===== src/rtl/ppseq_pkg.sv =====
package ppseq_pkg;

  typedef enum logic [1:0] {
    SLOT_IDLE = 2'd0,
    SLOT_CAP  = 2'd1,
    SLOT_FULL = 2'd2,
    SLOT_READ = 2'd3
  } slot_st_e;

  // next position on a ring of 'cells' entries
  function automatic int unsigned ring_next(int unsigned pos, int unsigned cells);
    return (pos + 1 >= cells) ? 0 : pos + 1;
  endfunction

  // capture length picked from the pulse class
  function automatic int unsigned cap_len(logic spe, int unsigned spe_len,
                                          int unsigned nspe_len);
    return spe ? spe_len : nspe_len;
  endfunction

endpackage


===== src/rtl/ppseq_slot.sv =====
module ppseq_slot #(
  parameter int CELLS = 250,
  parameter int CW    = 8,
  parameter int LW    = 7
) (
  input  logic                clk,
  input  logic                rst_n,
  input  logic                start_i,
  input  logic [LW-1:0]       len_i,
  input  logic                spe_i,
  input  logic                dyn_i,
  input  logic                rd_start_i,
  input  logic                rd_done_i,
  output ppseq_pkg::slot_st_e st_o,
  output logic                cap_we_o,
  output logic [CW-1:0]       cap_cell_o,
  output logic                cap_last_o,
  output logic [CW-1:0]       base_o,
  output logic [LW-1:0]       len_o,
  output logic                spe_o,
  output logic                dyn_o
);
  import ppseq_pkg::*;

  slot_st_e      st_q;
  logic [CW-1:0] wptr_q;
  logic [CW-1:0] base_q;
  logic [LW-1:0] len_q;
  logic [LW-1:0] cnt_q;
  logic          spe_q;
  logic          dyn_q;

  assign cap_last_o = (st_q == SLOT_CAP) && (cnt_q == len_q - LW'(1));

  always_ff @(posedge clk or negedge rst_n) begin
    if (!rst_n) begin
      st_q   <= SLOT_IDLE;
      wptr_q <= '0;
      base_q <= '0;
      len_q  <= '0;
      cnt_q  <= '0;
      spe_q  <= 1'b0;
      dyn_q  <= 1'b0;
    end else begin
      case (st_q)
        SLOT_IDLE: if (start_i) begin
          st_q   <= SLOT_CAP;
          base_q <= wptr_q;
          len_q  <= len_i;
          spe_q  <= spe_i;
          dyn_q  <= dyn_i;
          cnt_q  <= '0;
        end
        SLOT_CAP: begin
          wptr_q <= CW'(ring_next(32'(wptr_q), CELLS));
          cnt_q  <= cnt_q + LW'(1);
          if (cap_last_o) st_q <= SLOT_FULL;
        end
        SLOT_FULL: if (rd_start_i) st_q <= SLOT_READ;
        SLOT_READ: if (rd_done_i)  st_q <= SLOT_IDLE;
        default: st_q <= SLOT_IDLE;
      endcase
    end
  end

  assign st_o       = st_q;
  assign cap_we_o   = (st_q == SLOT_CAP);
  assign cap_cell_o = wptr_q;
  assign base_o     = base_q;
  assign len_o      = len_q;
  assign spe_o      = spe_q;
  assign dyn_o      = dyn_q;

endmodule


===== src/rtl/ppseq_rdseq.sv =====
module ppseq_rdseq #(
  parameter int CELLS = 250,
  parameter int CW    = 8,
  parameter int LW    = 7,
  localparam int HW   = 3 + LW
) (
  input  logic          clk,
  input  logic          rst_n,
  input  logic          stb_i,
  input  logic [1:0]    full_i,
  input  logic [CW-1:0] base_i [2],
  input  logic [LW-1:0] len_i  [2],
  input  logic [1:0]    spe_i,
  input  logic [1:0]    dyn_i,
  output logic [1:0]    rd_start_o,
  output logic [1:0]    rd_done_o,
  output logic          hdr_vld_o,
  output logic [HW-1:0] hdr_o,
  output logic          conv_vld_o,
  output logic          conv_mem_o,
  output logic [CW-1:0] conv_cell_o,
  output logic          conv_dyn_o,
  output logic          conv_last_o
);
  import ppseq_pkg::*;

  logic          act_q;
  logic          sel_q;
  logic [CW-1:0] ptr_q;
  logic [LW-1:0] left_q;

  logic open_now, step_now, fin_now;
  assign open_now = stb_i && !act_q && full_i[sel_q];
  assign step_now = stb_i && act_q;
  assign fin_now  = step_now && (left_q == LW'(1));

  always_comb begin
    for (int k = 0; k < 2; k++) begin
      rd_start_o[k] = open_now && (sel_q == 1'(k));
      rd_done_o[k]  = fin_now  && (sel_q == 1'(k));
    end
  end

  always_ff @(posedge clk or negedge rst_n) begin
    if (!rst_n) begin
      act_q       <= 1'b0;
      sel_q       <= 1'b0;
      ptr_q       <= '0;
      left_q      <= '0;
      hdr_vld_o   <= 1'b0;
      hdr_o       <= '0;
      conv_vld_o  <= 1'b0;
      conv_mem_o  <= 1'b0;
      conv_cell_o <= '0;
      conv_dyn_o  <= 1'b0;
      conv_last_o <= 1'b0;
    end else begin
      hdr_vld_o   <= 1'b0;
      conv_vld_o  <= 1'b0;
      conv_last_o <= 1'b0;
      if (open_now) begin
        act_q     <= 1'b1;
        ptr_q     <= base_i[sel_q];
        left_q    <= len_i[sel_q];
        hdr_vld_o <= 1'b1;
        hdr_o     <= {sel_q, spe_i[sel_q], dyn_i[sel_q], len_i[sel_q]};
      end else if (step_now) begin
        conv_vld_o  <= 1'b1;
        conv_mem_o  <= sel_q;
        conv_cell_o <= ptr_q;
        conv_dyn_o  <= dyn_i[sel_q];
        ptr_q       <= CW'(ring_next(32'(ptr_q), CELLS));
        left_q      <= left_q - LW'(1);
        if (fin_now) begin
          conv_last_o <= 1'b1;
          act_q       <= 1'b0;
          sel_q       <= ~sel_q;
        end
      end
    end
  end

endmodule


===== src/rtl/ppseq_top.sv =====
module ppseq_top #(
  parameter int CELLS    = 250,
  parameter int NSPE_LEN = 100,
  parameter int SPE_LEN  = 20,
  parameter int DEAD_W   = 16,
  localparam int CW      = $clog2(CELLS),
  localparam int LW      = $clog2(NSPE_LEN + 1),
  localparam int HW      = 3 + LW
) (
  input  logic              clk,
  input  logic              rst_n,
  input  logic              trig_i,
  input  logic              spe_i,
  input  logic              ovf_i,
  input  logic              stb_i,
  output logic [1:0]        cap_we_o,
  output logic [CW-1:0]     cap_cell_o,
  output logic              hdr_vld_o,
  output logic [HW-1:0]     hdr_o,
  output logic              conv_vld_o,
  output logic              conv_mem_o,
  output logic [CW-1:0]     conv_cell_o,
  output logic              conv_dyn_o,
  output logic              conv_last_o,
  output logic [DEAD_W-1:0] dead_cnt_o
);
  import ppseq_pkg::*;

  slot_st_e      slot_st   [2];
  logic [CW-1:0] slot_cell [2];
  logic [CW-1:0] slot_base [2];
  logic [LW-1:0] slot_len  [2];
  logic [1:0]    slot_spe, slot_dyn, slot_full;
  logic [1:0]    rd_start, rd_done;

  // named internal events
  logic [1:0]    cap_last;
  logic          cap_busy, accept, trig_drop;
  logic          cap_sel_q;
  logic [LW-1:0] len_pick;

  assign cap_busy  = |cap_we_o;
  assign accept    = trig_i && !cap_busy && (slot_st[cap_sel_q] == SLOT_IDLE);
  assign trig_drop = trig_i && !accept;
  assign len_pick  = LW'(cap_len(spe_i, SPE_LEN, NSPE_LEN));

  for (genvar k = 0; k < 2; k++) begin : g_slot
    ppseq_slot #(.CELLS(CELLS), .CW(CW), .LW(LW)) u_slot (
      .clk        (clk),
      .rst_n      (rst_n),
      .start_i    (accept && (cap_sel_q == 1'(k))),
      .len_i      (len_pick),
      .spe_i      (spe_i),
      .dyn_i      (ovf_i),
      .rd_start_i (rd_start[k]),
      .rd_done_i  (rd_done[k]),
      .st_o       (slot_st[k]),
      .cap_we_o   (cap_we_o[k]),
      .cap_cell_o (slot_cell[k]),
      .cap_last_o (cap_last[k]),
      .base_o     (slot_base[k]),
      .len_o      (slot_len[k]),
      .spe_o      (slot_spe[k]),
      .dyn_o      (slot_dyn[k])
    );
    assign slot_full[k] = (slot_st[k] == SLOT_FULL);
  end

  assign cap_cell_o = cap_we_o[1] ? slot_cell[1] : slot_cell[0];

  always_ff @(posedge clk or negedge rst_n) begin
    if (!rst_n) begin
      cap_sel_q  <= 1'b0;
      dead_cnt_o <= '0;
    end else begin
      if (accept) cap_sel_q <= ~cap_sel_q;
      if (trig_drop && (dead_cnt_o != '1)) dead_cnt_o <= dead_cnt_o + DEAD_W'(1);
    end
  end

  ppseq_rdseq #(.CELLS(CELLS), .CW(CW), .LW(LW)) u_rd (
    .clk         (clk),
    .rst_n       (rst_n),
    .stb_i       (stb_i),
    .full_i      (slot_full),
    .base_i      (slot_base),
    .len_i       (slot_len),
    .spe_i       (slot_spe),
    .dyn_i       (slot_dyn),
    .rd_start_o  (rd_start),
    .rd_done_o   (rd_done),
    .hdr_vld_o   (hdr_vld_o),
    .hdr_o       (hdr_o),
    .conv_vld_o  (conv_vld_o),
    .conv_mem_o  (conv_mem_o),
    .conv_cell_o (conv_cell_o),
    .conv_dyn_o  (conv_dyn_o),
    .conv_last_o (conv_last_o)
  );

endmodule


===== config.mk =====
export PLATFORM = sky130hd
export DESIGN_NAME = ppseq_top
export DESIGN_NICKNAME = d
export VERILOG_FILES = /design/src/rtl/ppseq_pkg.sv /design/src/rtl/ppseq_slot.sv /design/src/rtl/ppseq_rdseq.sv /design/src/rtl/ppseq_top.sv
export SDC_FILE = /design/constraint.sdc
export NUM_CORES = 1
export LEC_CHECK = 0
export CORE_UTILIZATION = 54
export DETAILED_ROUTE_END_ITERATION = 6
export DONT_BUFFER_PORTS = 1
export PLACE_DENSITY = 0.69
export SLEW_MARGIN = 20
export SYNTH_ARGS = -nofsm -noshare
export SYNTH_HDL_FRONTEND = slang
export SYNTH_SLANG_ARGS = --single-unit

===== constraint.sdc =====
create_clock -name clk -period 3.08 [get_ports clk]
set_input_delay 0.462 -clock clk [delete_from_list [all_inputs] [get_ports clk]]
set_output_delay 0.462 -clock clk [all_outputs]
set_load 0.005 [all_outputs]

---- Word level (Yosys, flattened, before mapping) ----
Index checks and enable logic that the tools add are counted.
word-level totals
  register bits after elaboration ......... 125
  bits in latches ......................... 0
  RAM bits ................................ 0
  ROM bits ................................ 0
  input port bits ......................... 6
  output and inout port bits .............. 49
  word-level logic and storage cells ...... 148
  memories ................................ 0
operators by class
  add/sub/neg operators ................... 9
  multiply operators ...................... 0
  divide/modulo/power cells ............... 0
  magnitude comparators ................... 6
  eq/ne operators ......................... 18
  shift operators ......................... 0
  multiplexer cells ....................... 47
  bitwise gates (word level) .............. 5
  reduce and logical (&&, ||, !) cells .... 36
operators with widths
  cell                     count
  $mux W8                  9
  $mux W7                  8
  $pmux W7 S2              2
  $add A8 B1 Y9 const B    3
  $ge A9 B8 Y1 const B     3
  $mux W2                  11
  $sub A7 B1 Y7 const B    3
  $add A16 B1 Y16 const B  1
  $logic_and A1 B1 Y1      16
  $ne A16 B16 Y1 const B   1
  $pmux W2 S4              2
  $mux W1                  15
  $add A7 B1 Y7 const B    2
  $eq A7 B7 Y1             2
  $ne A2 B1 Y1 const B     6
  $reduce_and A2 Y1        6
  $eq A2 B2 Y1 const B     4
  $reduce_and A4 Y1        2
  $reduce_bool A2 Y1       4
  $eq A7 B1 Y1 const B     1
  $logic_not A2 Y1         3
  $eq A2 B1 Y1 const B     2
  $ge A2 B2 Y1 const B     2
  $ne A2 B2 Y1 const B     2
  other kinds (6)          11

---- Longest topological paths before layout ----
Gate-level depths: netlist of run 1.
  depth after elaboration ................. 9
  depth in mapped cells ................... 11
  mapped depth without buffers ............ 9

---- Modules after synthesis ----
Synthesis of run 1 repeated with hierarchy kept, for this count alone.
second synthesis, totals
  cell total of the unflattened synthesis .. 723
  area total of the unflattened synthesis .. 6962.9 um^2
modules (own cells, without submodules)
  module                          instances  cells each  area each (um^2)  sequential area each (um^2)
  ppseq_rdseq                     1          232         2133.3            1001.0
  ppseq_slot at g_slot[0].u_slot  1          200         1945.6            850.8
  ppseq_slot at g_slot[1].u_slot  1          192         1911.8            850.8
  ppseq_top                       1          99          972.2             425.4

---- Worst setup path before layout of run 1 ----
OpenSTA, ideal clock, no wires.
  kind .................................... register to register
  start ................................... reg g_slot[1].u_slot.st_q[1]
  end ..................................... reg g_slot[1].u_slot.st_q[1]
  setup time .............................. 128 ps
  data arrival time ....................... 2244 ps
  required time ........................... 2952 ps
  path slack .............................. 709 ps
  stages on the path, launching flop included .. 10
  path buffers ............................ 1
  clock period less this slack ............ 2371 ps
  cell sequence ........................... dfrtp_1 inv_1 ha_1 buf_6 or3b_4 nor3_2 nand2_1 a22o_1 a221oi_2 mux2_1
between the ends
  cells in the longest elaborated chain, start to end .. 8
  elaborated cells on any way between the ends .. 24
  classes of those cells .................. eq/ne (7); mux (6); reduce/logical (11)
RTL lines
  element                             line              text
  from (decl)                         ppseq_slot.sv:25  slot_st_e st_q;
  from (signal assigned)              ppseq_slot.sv:37  st_q <= SLOT_IDLE;
  from (signal assigned)              ppseq_slot.sv:47  st_q <= SLOT_CAP;
  from (signal assigned)              ppseq_slot.sv:57  if (cap_last_o) st_q <= SLOT_FULL;
  $eq A2 B1 Y1 (*)                    ppseq_slot.sv:67  assign cap_we_o = (st_q == SLOT_CAP);
  net g_slot[1].u_slot.cap_we_o       ppseq_slot.sv:15  output logic cap_we_o,
  $reduce_or A2 Y1                    ppseq_top.sv:42   assign cap_busy = |cap_we_o;
  $logic_not A1 Y1                    ppseq_top.sv:43   assign accept = trig_i && !cap_busy && (slot_st[cap_sel_q] == SLOT_IDLE);
  $logic_and A1 B1 Y1 (2 in a row)    ppseq_top.sv:43
  $logic_and A1 B1 Y1                 ppseq_top.sv:51   .start_i (accept && (cap_sel_q == 1'(k))),
  $ne A2 B1 Y1 (no source line)       n/a
  $reduce_and A4 Y1 (no source line)  n/a
The timed path passes the listed nets; every way through them passes the cells marked *. The select of a mux whose other input is x is not followed.
A chain may end at the register's enable or synchronous reset.

---- Final worst setup path of run 1 ----
  start ................................... reg g_slot[1].u_slot.st_q[1]
  end ..................................... reg dead_cnt_o[9]
between the ends
  cells in the longest elaborated chain, start to end .. 8
  elaborated cells on any way between the ends .. 12
  classes of those cells .................. eq/ne (1); mux (3); reduce/logical (8)
RTL lines
  element                                                                   line                               text
  $mux W2 (not written as such) / $eq A2 B1 Y1 (equally long branches)      ppseq_top.sv:43, ppseq_slot.sv:67
  $mux W2 (not written as such) / $reduce_or A2 Y1 (equally long branches)  ppseq_top.sv:43, ppseq_top.sv:42
  $mux W2 (not written as such) / $logic_not A1 Y1 (equally long branches)  ppseq_top.sv:43
  $logic_not A2 Y1 / $logic_and A1 B1 Y1 (equally long branches)            ppseq_top.sv:43
  $logic_and A1 B1 Y1 (*)                                                   ppseq_top.sv:43
  $logic_not A1 Y1 (*)                                                      ppseq_top.sv:44                    assign trig_drop = trig_i && !accept;
  $logic_and A1 B1 Y1 (*)                                                   ppseq_top.sv:44
  $logic_and A1 B1 Y1 (*)                                                   ppseq_top.sv:77                    if (trig_drop && (dead_cnt_o != '1)) dead_cnt_o <= dead_cnt_o + DEAD_W'(1);
  to (signal assigned)                                                      ppseq_top.sv:77
  to (decl)                                                                 ppseq_top.sv:25                    output logic [DEAD_W-1:0] dead_cnt_o
Every way passes the cells marked *; elsewhere a longest branch is shown, timed or not. The select of a mux whose other input is x is not followed.

==> results.toml, run 1 <==
[outcome]
status = "completed"

[routing]
via_per_inst = 5.728
wl_per_cell_um = 15.62
drt_pass1_iterations = 4
drt_iter0_markers = 304
drc = 0
detail-route-antenna-nets = 0
vias = 4422
wl_um = 12060

[clock_network]
clk_pin_slew_ps = 100
cts_buffers = 9
cts_resized = 0
postCtsSetupRepairBufs = 0
cts_tree = "yes"
clockBufferDepth = 2
worstSkewPairLatency_ps = 370
hold_buffers = 1
cts_root_buf = "clkbuf_8"
clock_sinks = 110
cts_max_level = 3

[synthesis]
syn_area_um2 = 5951
netlist_instances = 647
async_flop_share_pct = 100.0
synth_warnings = 0
synth_top_family_by_area = "simple AND/OR/NAND/NOR gates"
synth_adder_area_share_pct = 4.836
synth_compound_area_share_pct = 12.95
synth-edff-count = 0
synthFlopType = "dfrtp_1"
ys_ff_latch = 110
synthXorXnorAreaFrac_pct = 6.034
synthSimpleGateAreaFrac_pct = 20.96
yosysUniqueCellTypes = 66
seq_area_frac_synth_pct = 46.26
muxShareOfSynthArea_pct = 4.079
syn_area_per_cell_um2 = 9.197

[worst_setup_path]
critPathTopFamily = "simple AND/OR/NAND/NOR gates"
worst-path-max-fanout = 6
end_kind = "flop"
cp.required_ps = 3340
cp-start-kind = "flop"
crit_buf_inv = 1
max_stage_delay_ps = 870
worstSetupPathType = "flop to flop"
slowest_stage = "nor4_1"
timing.critical_path.cells = "inv_1 > ha_1 > or3b_4 > o21ai_0 > nor4_1 > nand4_1 > xnor2_1"
arrival_ps = 2800

[grt]
grt_pass1_vias = 4191
antenna_found_initial = 0
track_usage_pct = 22.76
grt_overflow = 0
grt_pass1_wl_um = 20570
grt_max_degree = 111

[place]
numPortBuffers = 0
dpl.hpwl_um = 8549
gp_congestion = 0.8511

[timing]
fmax_mhz = 394.1
setup_viol = 0
rsz0062_at_grt = "false"
slew-limit-headroom_pct = 38.30
worst_clock_skew_ps = 8.993
hold_viol = 0
fin_setup_tns_ps = 0
tightest_slew_ps = 917.0
layout_min_cycle_time_ps = 2537
final_max_slew_viol_count = 0
hold-worst-slack_ps = 16.08
fin_crit_sh_pct = 82.38

[floorplan]
initial_core_util_pct = 56.63
rows = 37
core-area_um2 = 10510
dieWidth_um = 107.0
io_pins = 55
fp.dieH_um = 107.0
die_area_um2 = 11440

[finish]
drive_gt1_share_pct = 6.132
nets = 662
final_util_pct = 58.97
final_cell_mix = "nand2_1, dfrtp_1, nor2_1, o21ai_0, inv_1"
antenna_cells = 0
final_common_cell = "nand2_1"
area_growth_pct = 4.142

[pwr]
power.density_nw_per_um2 = 873.7
ir_drop_mv = 0.5000
cellLeakagePower_nw = 2.800

[job]
cap_violations = 0

[hold_path]
hold_class = "input port to async pin"
## report_power, final
group / switching, mW / leakage [nW] / internal [mW] / total, mW
registers: 0.630 / 1.36 / 1.95 / 2.58
logic: 1.15 / 1.36 / 0.907 / 2.05
clock network: 0.476 / 0.0800 / 0.305 / 0.781
total: 2.25 / 2.80 / 3.16 / 5.41
## registers in the layout, indices dropped and copies added, names as in the netlist, 2 cells and up
register                  flops
dead_cnt_o                   16
g_slot.u_slot.base_o         16
g_slot.u_slot.cap_cell_o     16
g_slot.u_slot.cnt_q          14
u_rd.conv_cell_o              8
u_rd.ptr_q                    8
u_rd.left_q                   7
g_slot.u_slot.len_o           6
u_rd.hdr_o                    5
g_slot.u_slot.st_o            4
g_slot.u_slot.dyn_o           2
## area by class of cell
class | instances | area (µm²)
Timing Repair Buffer | 8 | 80.08
Sequential cell | 110 | 2753
Multi-Input combinational cell | 474 | 2919
Tap cell | 136 | 170.2
Inverter | 30 | 112.6
Clock buffer | 10 | 137.6
Fill cell | 906 | 4312
Clock inverter | 4 | 25.02
## worst paths after layout
check | depth (start not counted) | slack [ps] | to | startpoint
setup / recovery | 7 | 540 | dead_cnt_o[9]$_DFFE_PN0P_ | g_slot[1].u_slot.st_o[1]$_DFFE_PN0P_
hold / removal | 1 | 20 | u_rd.left_q[4]$_DFFE_PN0P_ | rst_n
setup reg to reg | 7 | 540 | dead_cnt_o[9]$_DFFE_PN0P_ | g_slot[1].u_slot.st_o[1]$_DFFE_PN0P_
hold reg to reg | 2 | 480 | g_slot[0].u_slot.base_o[7]$_DFFE_PN0P_ | g_slot[0].u_slot.base_o[7]$_DFFE_PN0P_
max in group asynchronous | 1 | 2640 | dead_cnt_o[9]$_DFFE_PN0P_ | rst_n
min in group clk | 2 | 200 | g_slot[1].u_slot.dyn_o$_DFFE_PN0P_ | ovf_i
## Yosys cell counts, types with 4 or more instances
master	n	area [µm²]
mux2_2	9	101.4
nand4_1	14	87.58
nor2b_1	5	31.28
nand2b_1	9	56.30
a211oi_1	4	30.03
nor2_1	47	176.4
nand2_1	121	454.2
mux2i_1	13	130.1
xnor2_1	17	148.9
a21oi_1	20	100.1
o22ai_1	6	37.54
ha_1	23	287.8
inv_1	30	112.6
buf_2	7	35.03
nand3_1	22	110.1
o21ai_0	44	220.2
nand3b_1	4	30.03
nor4_1	5	31.28
xor2_1	24	210.2
buf_4	7	52.55
o31ai_1	6	45.04
and4_1	6	52.55
nor3_1	6	30.03
and3_1	8	50.05
clkbuf_1	17	63.81
a31oi_1	8	50.05
dfrtp_1	110	2753
## through the flow
stage	instances	total power [mW]	worst slack (ps)	area, µm²
final	772	5.415	542.8	6197
after global routing	772	5.884	274.7	6197
after CTS	772	5.444	573.9	6197
after detailed placement	757	4.627	585.9	6007
after global placement	757	4.517	727.8	6007
after floorplan	649	4.154	708.8	5958
## logic make-up (layout without fill, tap and decap cells)
kind of cell | count (synthesis) | after routing
compound gates | 120 | 120
simple gates | 264 | 264
buf+inv | 65 | 52
flops | 110 | 110
mux | 23 | 23
other cells | 1 | 3
fa+ha+maj | 23 | 23
xor+xnor | 41 | 41
## routing by layer
metal  vias to the layer above  share of wire [%]  GRT usage (%)
met1                      2118                 50          32.80
met2                        97                 44          34.65
met5                         -                  0              0
li1                       2192                  -              -
met4                         0                1.9          9.002
met3                        15                4.0          3.222
No activity file was read; power rests on OpenSTA's default activity.
==> run 2, diff against run 1 <==
- clock period: 3.08 -> 2.6 ns (I/O delays scaled with it)
==> results.toml, run 2 (synthesized netlist as in run 1, its figures left out) <==
[outcome]
status = "complete, but fails checks"
violations = "hold timing"

[floorplan]
dieWidth_um = 107.0
die_area_um2 = 11440
fp.dieH_um = 107.0
rows = 37
io_pins = 55
initial_core_util_pct = 56.63
core-area_um2 = 10510

[grt]
track_usage_pct = 23.15
grt_pass1_vias = 4338
grt_max_degree = 111
grt_overflow = 0
antenna_found_initial = 0
grt_pass1_wl_um = 20650

[finish]
antenna_cells = 0
final_cell_mix = "nand2_1, dfrtp_1, nor2_1, o21ai_0, inv_1"
fin_cells = 778
area_growth_pct = 4.983
final_common_cell = "nand2_1"
final_util_pct = 59.45
drive_gt1_share_pct = 6.854
nets = 666

[pwr]
seqPwrFrac_pct = 46.7
p_comb_share_pct = 37.5
p_int_mw = 3.844
cellLeakagePower_nw = 2.825
power.density_nw_per_um2 = 1046
p_clk_share_pct = 15.8
swShare_pct = 41.16
ir_drop_mv = 0.7354
p_switching_mw = 2.689

[worst_setup_path]
end_kind = "flop"
arrival_ps = 2730
rr_startpoint = "g_slot[1].u_slot.st_o[1]$_DFFE_PN0P_"
cp.required_ps = 2870
cp-start-kind = "flop"
worstSetupPathType = "flop to flop"
worst-path-max-fanout = 5
r2r_end = "g_slot[1].u_slot.st_o[1]$_DFFE_PN0P_"
regToRegSetupSlack_ps = 140
reg2reg_depth = 8

[timing]
hold-worst-slack_ps = -317.3
layout_min_cycle_time_ps = 2457
worst_clock_skew_ps = 11.77
fin_setup_tns_ps = 0
fmax_mhz = 407.0
fin_crit_sh_pct = 94.51
final_max_slew_viol_count = 0
setup_viol = 0
hold_viol = 110
slew-limit-headroom_pct = 58.63
tightest_slew_ps = 614.9

[place]
gp_congestion = 0.8668
dp_cells = 762
dpl.hpwl_um = 8654
numPortBuffers = 0

[routing]
detail-route-antenna-nets = 0
vias = 4454
wl_um = 12280
drc = 0
drt_pass1_iterations = 4
via_per_inst = 5.725
wl_per_cell_um = 15.79
drt_iter0_markers = 272

[job]
cap_violations = 0

[clock_network]
cts_buffers = 9
clk_pin_slew_ps = 100
cts_root_buf = "clkbuf_8"
cts_tree = "yes"
clockBufferDepth = 2
cts_max_level = 3
clock_sinks = 110
worstSkewPairLatency_ps = 390

[hold_path]
hold_class = "input port to async pin"
-- run 2: repair_timing --
action,4_1_cts,5_1_grt
setup endpoints to repair,0,6
gates resized for setup,0,2
hold endpoints to repair,110,110
buffers inserted,0,0
-- run 2: cell type report --
type                    count  area, µm²
well taps                 136      170.2
inverters                  30      112.6
multi-input cells         474       2932
fillers                   902       4262
clock buffers              11      131.4
flip-flops and latches    110       2753
clock inverters             5      58.81
repair buffers             12      90.09
-- run 2: power groups by stage --
stage / Combinational, mW / Sequential, mW / Clock [mW]
finish: 2.45 / 3.05 / 1.03
global route: 2.79 / 3.16 / 1.14
CTS: 2.45 / 3.04 / 1.06
detailed placement: 2.43 / 3.07 / 0
global placement: 2.33 / 3.05 / 0
floorplan: 2.10 / 2.82 / 0
-- run 2: how the worst max path moves through the flow --
| stage | startpoint | to | slack [ps] | cells after the start |
|---|---|---|---|---|
| after floorplan | g_slot[1].u_slot.st_o[1]$_DFFE_PN0P_ | g_slot[1].u_slot.st_o[1]$_DFFE_PN0P_ | 230 | 9 |
| after global placement | g_slot[1].u_slot.st_o[1]$_DFFE_PN0P_ | g_slot[1].u_slot.st_o[1]$_DFFE_PN0P_ | 270 | 8 |
| after detailed placement | g_slot[1].u_slot.st_o[1]$_DFFE_PN0P_ | g_slot[1].u_slot.st_o[1]$_DFFE_PN0P_ | 170 | 8 |
| after CTS | g_slot[1].u_slot.st_o[1]$_DFFE_PN0P_ | g_slot[1].u_slot.st_o[1]$_DFFE_PN0P_ | 160 | 8 |
| after global routing | g_slot[1].u_slot.st_o[1]$_DFFE_PN0P_ | g_slot[1].u_slot.st_o[1]$_DFFE_PN0P_ | -4 | 8 |
| final | g_slot[1].u_slot.st_o[1]$_DFFE_PN0P_ | g_slot[1].u_slot.st_o[1]$_DFFE_PN0P_ | 140 | 8 |
-- run 2: per-stage QoR --
stage / worst slack [ps] / power [mW] / hold WS, ps / cell area (µm²)
floorplan: 228.8 / 4.921 / 94.41 / 5958
global placement: 267.3 / 5.372 / 97.04 / 6045
detailed placement: 173.7 / 5.506 / 97.38 / 6045
CTS: 155.9 / 6.549 / -332.1 / 6235
global route: -3.759 / 7.089 / -361.8 / 6247
finish: 142.8 / 6.532 / -317.3 / 6247
-- run 2: metal layers --
metal  vias up  wire length, µm  GRT usage (%)
met5         -                0              0
met4         0              113          6.458
met3        10              488          6.383
met2        86             5791          36.18
met1      2165             5888          31.61
li1       2193                -              -
-- run 2: critical path: stages (launching register included) --
cell	delay (ps)
dfrtp_1	470
inv_1	130
ha_1	210
or3b_4	420
nor3_4	170
nand2_1	80
a22o_1	230
a221oi_2	250
mux2_1	370
